<file path="src/rtl/tick_watchdog_pkg.sv">
package tick_watchdog_pkg;

    localparam int DIV_W = 18;
    localparam int CNT_W = 16;
    localparam int PW_W  = 16;

    // bit positions seen by software
    localparam int B_RUN    = 18;
    localparam int B_ALT    = 19;
    localparam int B_RSTEN  = 21;
    localparam int B_IRQEN  = 23;
    localparam int B_CLKEN  = 24;
    localparam int B_DIVEN  = 25;
    localparam int B_FORCE  = 26;
    localparam int B_POL    = 16;
    localparam int B_PULSE  = 17;

    typedef enum logic [1:0] {
        SEL_CTRL  = 2'd0,
        SEL_PULSE = 2'd1,
        SEL_TIME  = 2'd2,
        SEL_KICK  = 2'd3
    } reg_sel_e;

    typedef struct packed {
        logic             force_rst;
        logic             div_en;
        logic             clk_en;
        logic             irq_en;
        logic             rst_en;
        logic             alt_sel;
        logic             run;
        logic [DIV_W-1:0] div;
    } ctrl_t;

    typedef struct packed {
        logic            pulse_en;
        logic            active_low;
        logic [PW_W-1:0] width;
    } pulse_cfg_t;

    function automatic ctrl_t ctrl_unpack(input logic [31:0] w);
        ctrl_t c;
        c.div       = w[DIV_W-1:0];
        c.run       = w[B_RUN];
        c.alt_sel   = w[B_ALT];
        c.rst_en    = w[B_RSTEN];
        c.irq_en    = w[B_IRQEN];
        c.clk_en    = w[B_CLKEN];
        c.div_en    = w[B_DIVEN];
        c.force_rst = w[B_FORCE];
        return c;
    endfunction

    function automatic logic [31:0] ctrl_pack(input ctrl_t c);
        logic [31:0] w;
        w           = '0;
        w[DIV_W-1:0] = c.div;
        w[B_RUN]    = c.run;
        w[B_ALT]    = c.alt_sel;
        w[B_RSTEN]  = c.rst_en;
        w[B_IRQEN]  = c.irq_en;
        w[B_CLKEN]  = c.clk_en;
        w[B_DIVEN]  = c.div_en;
        w[B_FORCE]  = c.force_rst;
        return w;
    endfunction

    function automatic pulse_cfg_t pulse_unpack(input logic [31:0] w);
        pulse_cfg_t p;
        p.width      = w[PW_W-1:0];
        p.active_low = w[B_POL];
        p.pulse_en   = w[B_PULSE];
        return p;
    endfunction

    function automatic logic [31:0] pulse_pack(input pulse_cfg_t p);
        logic [31:0] w;
        w            = '0;
        w[PW_W-1:0]  = p.width;
        w[B_POL]     = p.active_low;
        w[B_PULSE]   = p.pulse_en;
        return w;
    endfunction

endpackage

</file>
<file path="src/rtl/wd_prescaler.sv">
module wd_prescaler #(
    parameter int W = tick_watchdog_pkg::DIV_W
) (
    input  logic         clk,
    input  logic         rst,
    input  logic         active_i,
    input  logic         strobe_i,
    input  logic [W-1:0] div_i,
    output logic         tick_o
);
    logic [W-1:0] pre_q;
    logic [W-1:0] last;

    // a divide value of zero behaves as one
    assign last   = (div_i == '0) ? '0 : div_i - W'(1);
    assign tick_o = active_i && strobe_i && (pre_q >= last);

    always_ff @(posedge clk) begin
        if (rst || !active_i) begin
            pre_q <= '0;
        end else if (strobe_i) begin
            pre_q <= tick_o ? '0 : pre_q + W'(1);
        end
    end

    // without a strobe the phase of the divider is kept
    assert_pre_hold_R3: assert property (@(posedge clk) disable iff (rst)
        (active_i && !strobe_i) |=> (pre_q == $past(pre_q)));

endmodule

</file>
<file path="src/rtl/wd_counter.sv">
module wd_counter #(
    parameter int W = tick_watchdog_pkg::CNT_W
) (
    input  logic         clk,
    input  logic         rst,
    input  logic         tick_i,
    input  logic         kick_i,
    input  logic [W-1:0] timeout_i,
    output logic [W-1:0] count_o,
    output logic         expire_o
);
    logic [W-1:0] cnt_q;
    logic         adv;

    assign adv      = tick_i && !kick_i && (cnt_q != timeout_i);
    assign expire_o = adv && ((cnt_q + W'(1)) == timeout_i);
    assign count_o  = cnt_q;

    always_ff @(posedge clk) begin
        if (rst || kick_i) begin
            cnt_q <= '0;
        end else if (adv) begin
            cnt_q <= cnt_q + W'(1);
        end
    end

    assert_kick_clear_R5: assert property (@(posedge clk) disable iff (rst)
        kick_i |=> (cnt_q == '0));

    assert_freeze_R6: assert property (@(posedge clk) disable iff (rst)
        (cnt_q == timeout_i && !kick_i) |=> (cnt_q == $past(cnt_q)));

    assert_hold_R4: assert property (@(posedge clk) disable iff (rst)
        (!tick_i && !kick_i) |=> $stable(cnt_q));

endmodule

</file>
<file path="src/rtl/wd_pulse.sv">
module wd_pulse #(
    parameter int W = tick_watchdog_pkg::PW_W
) (
    input  logic         clk,
    input  logic         rst,
    input  logic         start_i,
    input  logic [W-1:0] width_i,
    input  logic         active_low_i,
    output logic         pin_o
);
    logic [W-1:0] left_q;
    logic         busy;

    assign busy  = (left_q != '0);
    assign pin_o = active_low_i ^ busy;

    always_ff @(posedge clk) begin
        if (rst) begin
            left_q <= '0;
        end else if (start_i) begin
            left_q <= width_i;
        end else if (busy) begin
            left_q <= left_q - W'(1);
        end
    end

    assert_pulse_load_R10: assert property (@(posedge clk) disable iff (rst)
        start_i |=> (left_q == $past(width_i)));

    assert_pulse_dec_R10: assert property (@(posedge clk) disable iff (rst)
        (busy && !start_i) |=> (left_q == $past(left_q) - W'(1)));

endmodule

</file>
<file path="src/rtl/tick_watchdog.sv">
module tick_watchdog
    import tick_watchdog_pkg::*;
(
    input  logic        clk,
    input  logic        rst,
    input  logic        xtal_strobe_i,
    input  logic        alt_strobe_i,
    input  logic [3:0]  bus_addr_i,
    input  logic        bus_we_i,
    input  logic [31:0] bus_wdata_i,
    output logic [31:0] bus_rdata_o,
    output logic        rst_req_o,
    output logic        irq_o,
    output logic        ext_rst_o
);
    ctrl_t            ctrl_q;
    pulse_cfg_t       pcfg_q;
    logic [CNT_W-1:0] tout_q;
    logic [CNT_W-1:0] count;
    logic             rst_req_q;
    logic             irq_q;

    reg_sel_e sel;
    logic     aligned;
    logic     wr_ctrl, wr_pulse, wr_time, wr_kick, force_wr;
    logic     active, strobe, tick, expire, pulse_start;

    assign sel      = reg_sel_e'(bus_addr_i[3:2]);
    assign aligned  = (bus_addr_i[1:0] == 2'b00);
    assign wr_ctrl  = bus_we_i && aligned && (sel == SEL_CTRL);
    assign wr_pulse = bus_we_i && aligned && (sel == SEL_PULSE);
    assign wr_time  = bus_we_i && aligned && (sel == SEL_TIME);
    assign wr_kick  = bus_we_i && aligned && (sel == SEL_KICK);
    assign force_wr = wr_ctrl && bus_wdata_i[B_FORCE];

    assign active = ctrl_q.run && ctrl_q.clk_en && ctrl_q.div_en;
    assign strobe = ctrl_q.alt_sel ? alt_strobe_i : xtal_strobe_i;

    logic unused_wdata;
    assign unused_wdata = ^{bus_wdata_i[31:27], bus_wdata_i[22], bus_wdata_i[20]};

    always_ff @(posedge clk) begin
        if (rst) begin
            ctrl_q <= '0;
            pcfg_q <= '0;
            tout_q <= '0;
        end else begin
            if (wr_ctrl) begin
                ctrl_q <= ctrl_unpack(bus_wdata_i);
            end else begin
                ctrl_q.force_rst <= 1'b0;
            end
            if (wr_pulse) pcfg_q <= pulse_unpack(bus_wdata_i);
            if (wr_time)  tout_q <= bus_wdata_i[CNT_W-1:0];
        end
    end

    wd_prescaler #(.W(DIV_W)) i_pre (
        .clk      (clk),
        .rst      (rst),
        .active_i (active),
        .strobe_i (strobe),
        .div_i    (ctrl_q.div),
        .tick_o   (tick)
    );

    wd_counter #(.W(CNT_W)) i_cnt (
        .clk       (clk),
        .rst       (rst),
        .tick_i    (tick),
        .kick_i    (wr_kick),
        .timeout_i (tout_q),
        .count_o   (count),
        .expire_o  (expire)
    );

    assign pulse_start = pcfg_q.pulse_en && (expire || force_wr);

    wd_pulse #(.W(PW_W)) i_pin (
        .clk          (clk),
        .rst          (rst),
        .start_i      (pulse_start),
        .width_i      (pcfg_q.width),
        .active_low_i (pcfg_q.active_low),
        .pin_o        (ext_rst_o)
    );

    always_ff @(posedge clk) begin
        if (rst) begin
            rst_req_q <= 1'b0;
            irq_q     <= 1'b0;
        end else begin
            rst_req_q <= (expire && ctrl_q.rst_en) || force_wr;
            if (wr_kick)                    irq_q <= 1'b0;
            else if (expire && ctrl_q.irq_en) irq_q <= 1'b1;
        end
    end

    assign rst_req_o = rst_req_q;
    assign irq_o     = irq_q;

    always_comb begin
        bus_rdata_o = '0;
        if (aligned) begin
            case (sel)
                SEL_CTRL:  bus_rdata_o = ctrl_pack(ctrl_q);
                SEL_PULSE: bus_rdata_o = pulse_pack(pcfg_q);
                SEL_TIME:  bus_rdata_o = {count, tout_q};
                default:   bus_rdata_o = '0;
            endcase
        end
    end

    assert_req_single_R7: assert property (@(posedge clk) disable iff (rst)
        (rst_req_q && !force_wr) |=> !rst_req_q);

    assert_irq_sticky_R8: assert property (@(posedge clk) disable iff (rst)
        (irq_q && !wr_kick) |=> irq_q);

    assert_force_selfclear_R9: assert property (@(posedge clk) disable iff (rst)
        (ctrl_q.force_rst && !force_wr) |=> !ctrl_q.force_rst);

    assert_count_ro_R2: assert property (@(posedge clk) disable iff (rst)
        (wr_time && !tick && !wr_kick) |=> $stable(count));

endmodule

</file>
<file path="config.mk">
export PLATFORM = sky130hd
export DESIGN_NAME = tick_watchdog
export DESIGN_NICKNAME = d
export VERILOG_FILES = /design/src/rtl/tick_watchdog_pkg.sv /design/src/rtl/wd_prescaler.sv /design/src/rtl/wd_counter.sv /design/src/rtl/wd_pulse.sv /design/src/rtl/tick_watchdog.sv
export SDC_FILE = /design/constraint.sdc
export NUM_CORES = 1
export LEC_CHECK = 0
export ABC_AREA = 0
export ABC_CLOCK_PERIOD_IN_PS = 9100
export BUFFER_PORTS_ARGS = -buffer_cell sky130_fd_sc_hd__buf_2
export CAP_MARGIN = 40
export CORE_UTILIZATION = 58
export DETAILED_ROUTE_END_ITERATION = 10
export PLACE_DENSITY = 0.9
export SYNTH_ARGS = -nofsm -noshare
export SYNTH_HDL_FRONTEND = slang
export SYNTH_SLANG_ARGS = --single-unit
</file>
<file path="constraint.sdc">
create_clock -name clk -period 9.1 [get_ports clk]
set_input_delay 0.91 -clock clk [delete_from_list [all_inputs] [get_ports clk]]
set_output_delay 0.91 -clock clk [all_outputs]
set_load 0.01 [all_outputs]
</file>
==> metrics <==
average vias per placed instance 6.06; critical path fanouts, max 18; EDFF count, synth 0; clock-pin slew on the worst setup and hold paths 70 ps; YS warnings 0; LEAKAGE 2.88 nW; sequential area share after synthesis 0.336; Primary FF master, synth dfxtp_1; number of clock sinks 111; share of cells above drive strength 1 0.129; Setup Viol. Count Final 0; setup_tns 0 ps; RSZ-0062 raised after global routing no; WP data arrival 4920 ps; clk_lat worst skew 350 ps; largest family of logic cells by synthesized area simple AND/OR/NAND/NOR gates; global-route wire length before repair 27800 um; most frequent cells in the layout nand2_1, dfxtp_1, a21oi_1; simple-gate portion of the synthesized area 0.291; VDD IR max 179 uV; Hold WS 471 ps; grt met3 use 0.0556; Fmax 214 MHz; Sw Ratio 0.285; vias post-DR 6264; Synth Cell Area 6620 sq um; R2R Setup Slk 4420 ps; Hold-fix buffers, CTS 0; global route overflow 0; hold depth 2; HP Class reg2reg; FFs w/ async S/R, synth 0; xor/xnor cell area share of the yosys netlist 0.0858; outcome complete, no violations; sequential power share 0.429; Initial Util 0.603; Max-slew headroom 0.358; largest net degree at the start of global routing 92; final WL 17400 um; Num CTS Buffers 9; busiest layer in global routing met2; Mapped Nets 922; I/O Buffers 68; Hold Fails Final Rpt 0; sw power 359 uW; Int Pwr 900 uW; Final Util 0.660; mux share of post-synthesis cell area 0.0724; Clock Path Buffers 2; Setup crit start kind flop; core area 11000 sq um; root buf cell clkbuf_16; Yosys cell types 59; crit path kind reg2reg; I/O Pins 76; Final GP Congestion 0.933; Max Cap Violations 0; initial antenna violation count 0; Worst R2R Path Depth 12; Iter 0 DRT Violations 556; Hold EP pcfg_q[15]; synthesized instance count 858; Avg WL per Cell 16.8 um; number of placement rows 38; H-tree depth 3; met2 GRT Util 0.496; max-slew violation count 0; Yosys reg bits 111; cts repair resizes 0; logic gate share of total power 0.214; HPWL Detailed 12400 um; Routed Antenna Nets 0; Post-Synth Adder-Cell Area 0.0435; Setup crit end kind flop; period utilization 0.514; post-route minimum period 4680 ps; Worst Path Required 9340 ps; antenna cells 0; die height 109 um; post-synthesis compound-gate area fraction 0.127; M1 GR Usage 0.396; Critical R2R Launch ctrl_q[12]; average cell area after synthesis 7.72 sq um; die width 109 um; DRC Markers 0; Clk pwr share 0.358; Nets 953; most common cell after layout, fill and taps aside nand2_1; GRT Total Usage 0.302; DRT Pass-1 Iters 5; CTS tree done; Post-CTS Setup Repair Bufs 0; number of global-route vias before repair 5707; clock skew 10.3 ps; Layout area overhead 9.47%; Worst-Margin Slew 963 ps; PwrDens 174 nW/um^2; reg2reg end i_pin.left_q[13]; die area 11800 sq um; hold_sp pcfg_q[15]
## synthesized netlist by cell type (all sizes together) (7+ instances only)
master | n | area share
inv | 7 | 0.0040
or4 | 9 | 0.011
nand2b | 14 | 0.013
nor4 | 7 | 0.0076
xor2 | 42 | 0.057
nand4 | 16 | 0.016
nand2 | 167 | 0.095
o21ai | 16 | 0.012
nor3 | 18 | 0.014
nand3 | 23 | 0.019
o31ai | 7 | 0.0079
dfxtp | 111 | 0.34
xnor2 | 22 | 0.029
ha | 23 | 0.043
mux2i | 37 | 0.056
a21o | 7 | 0.0081
a21oi | 102 | 0.078
buf | 17 | 0.019
or3 | 16 | 0.015
nor2 | 92 | 0.052
and3 | 12 | 0.011
clkbuf | 34 | 0.021
nor2b | 11 | 0.010
mux2 | 9 | 0.016
## metal layers
layer  wire length [um]  vias up
met5                  0        -
met4                499        0
met3               1270       42
met2               8110      269
met1               7500     2945
li1                   -     3008
## stage by stage
step	instance area, sq um	worst slack [ps]	power (mW)	std cells
6_report	7250	4420	1.26	1034
5_1_grt	7250	4070	1.31	1034
3_5_place_dp	6910	4500	0.811	1018
2_1_floorplan	6620	5400	0.754	858
4_1_cts	7250	4460	1.26	1034
3_3_place_gp	6900	4550	0.802	1017
## worst max-delay path, stage by stage (launching register included)
cell and delay, ps:
dfxtp_1 390, or4_1 570, nor2_1 170, nand4_1 540, and2_1 410, ha_1 260
nand2b_1 130, a211oi_1 230, nor3_1 70, o31ai_1 470, a21oi_1 300, a41o_1 590
mux2_4 420
## worst max-delay path by stage
| stage | from | to | slack [ps] | depth (start not counted) |
|---|---|---|---|---|
| final | ctrl_q[12] | i_pin.left_q[13] | 4420 | 12 |
| after CTS | ctrl_q[12] | i_pin.left_q[13] | 4460 | 12 |
| after global routing | ctrl_q[12] | i_pin.left_q[14] | 4070 | 12 |
| after floorplan | ctrl_q[6] | i_pin.left_q[13] | 5400 | 15 |
| after global placement | ctrl_q[12] | i_pin.left_q[14] | 4550 | 12 |
| after detailed placement | ctrl_q[12] | i_pin.left_q[13] | 4500 | 12 |
## registers in the layout (all words and copies together) (netlist names)
signal         flops
i_pin.left_q      16
i_cnt.count_o     16
ctrl_q            25
rst_req_o          1
i_pre.pre_q       18
irq_o              1
tout_q            16
pcfg_q            18
## logic make-up after synthesis
| kind of cell | after synthesis |
|---|---|
| simple gates | 407 |
| compound gates | 148 |
| flops | 111 |
| xor+xnor | 64 |
| buf+inv | 59 |
| mux | 46 |
| fa+ha+maj | 23 |
## final cells by class
type | count | area [sq um]
flip-flops and latches | 111 | 2220
inverters | 7 | 26.3
well taps | 140 | 175
clock buffers | 10 | 229
multi-input cells | 688 | 4110
fillers | 919 | 3730
clock inverters | 6 | 109
repair buffers | 72 | 378
## power groups by stage
stage | Combinational, mW | Sequential (mW) | Clock (mW)
6_report | 0.269 | 0.540 | 0.450
5_1_grt | 0.299 | 0.542 | 0.471
4_1_cts | 0.266 | 0.539 | 0.451
3_5_place_dp | 0.262 | 0.549 | 0
3_3_place_gp | 0.254 | 0.548 | 0
2_1_floorplan | 0.210 | 0.543 | 0
(Power assumes the default switching activity.)
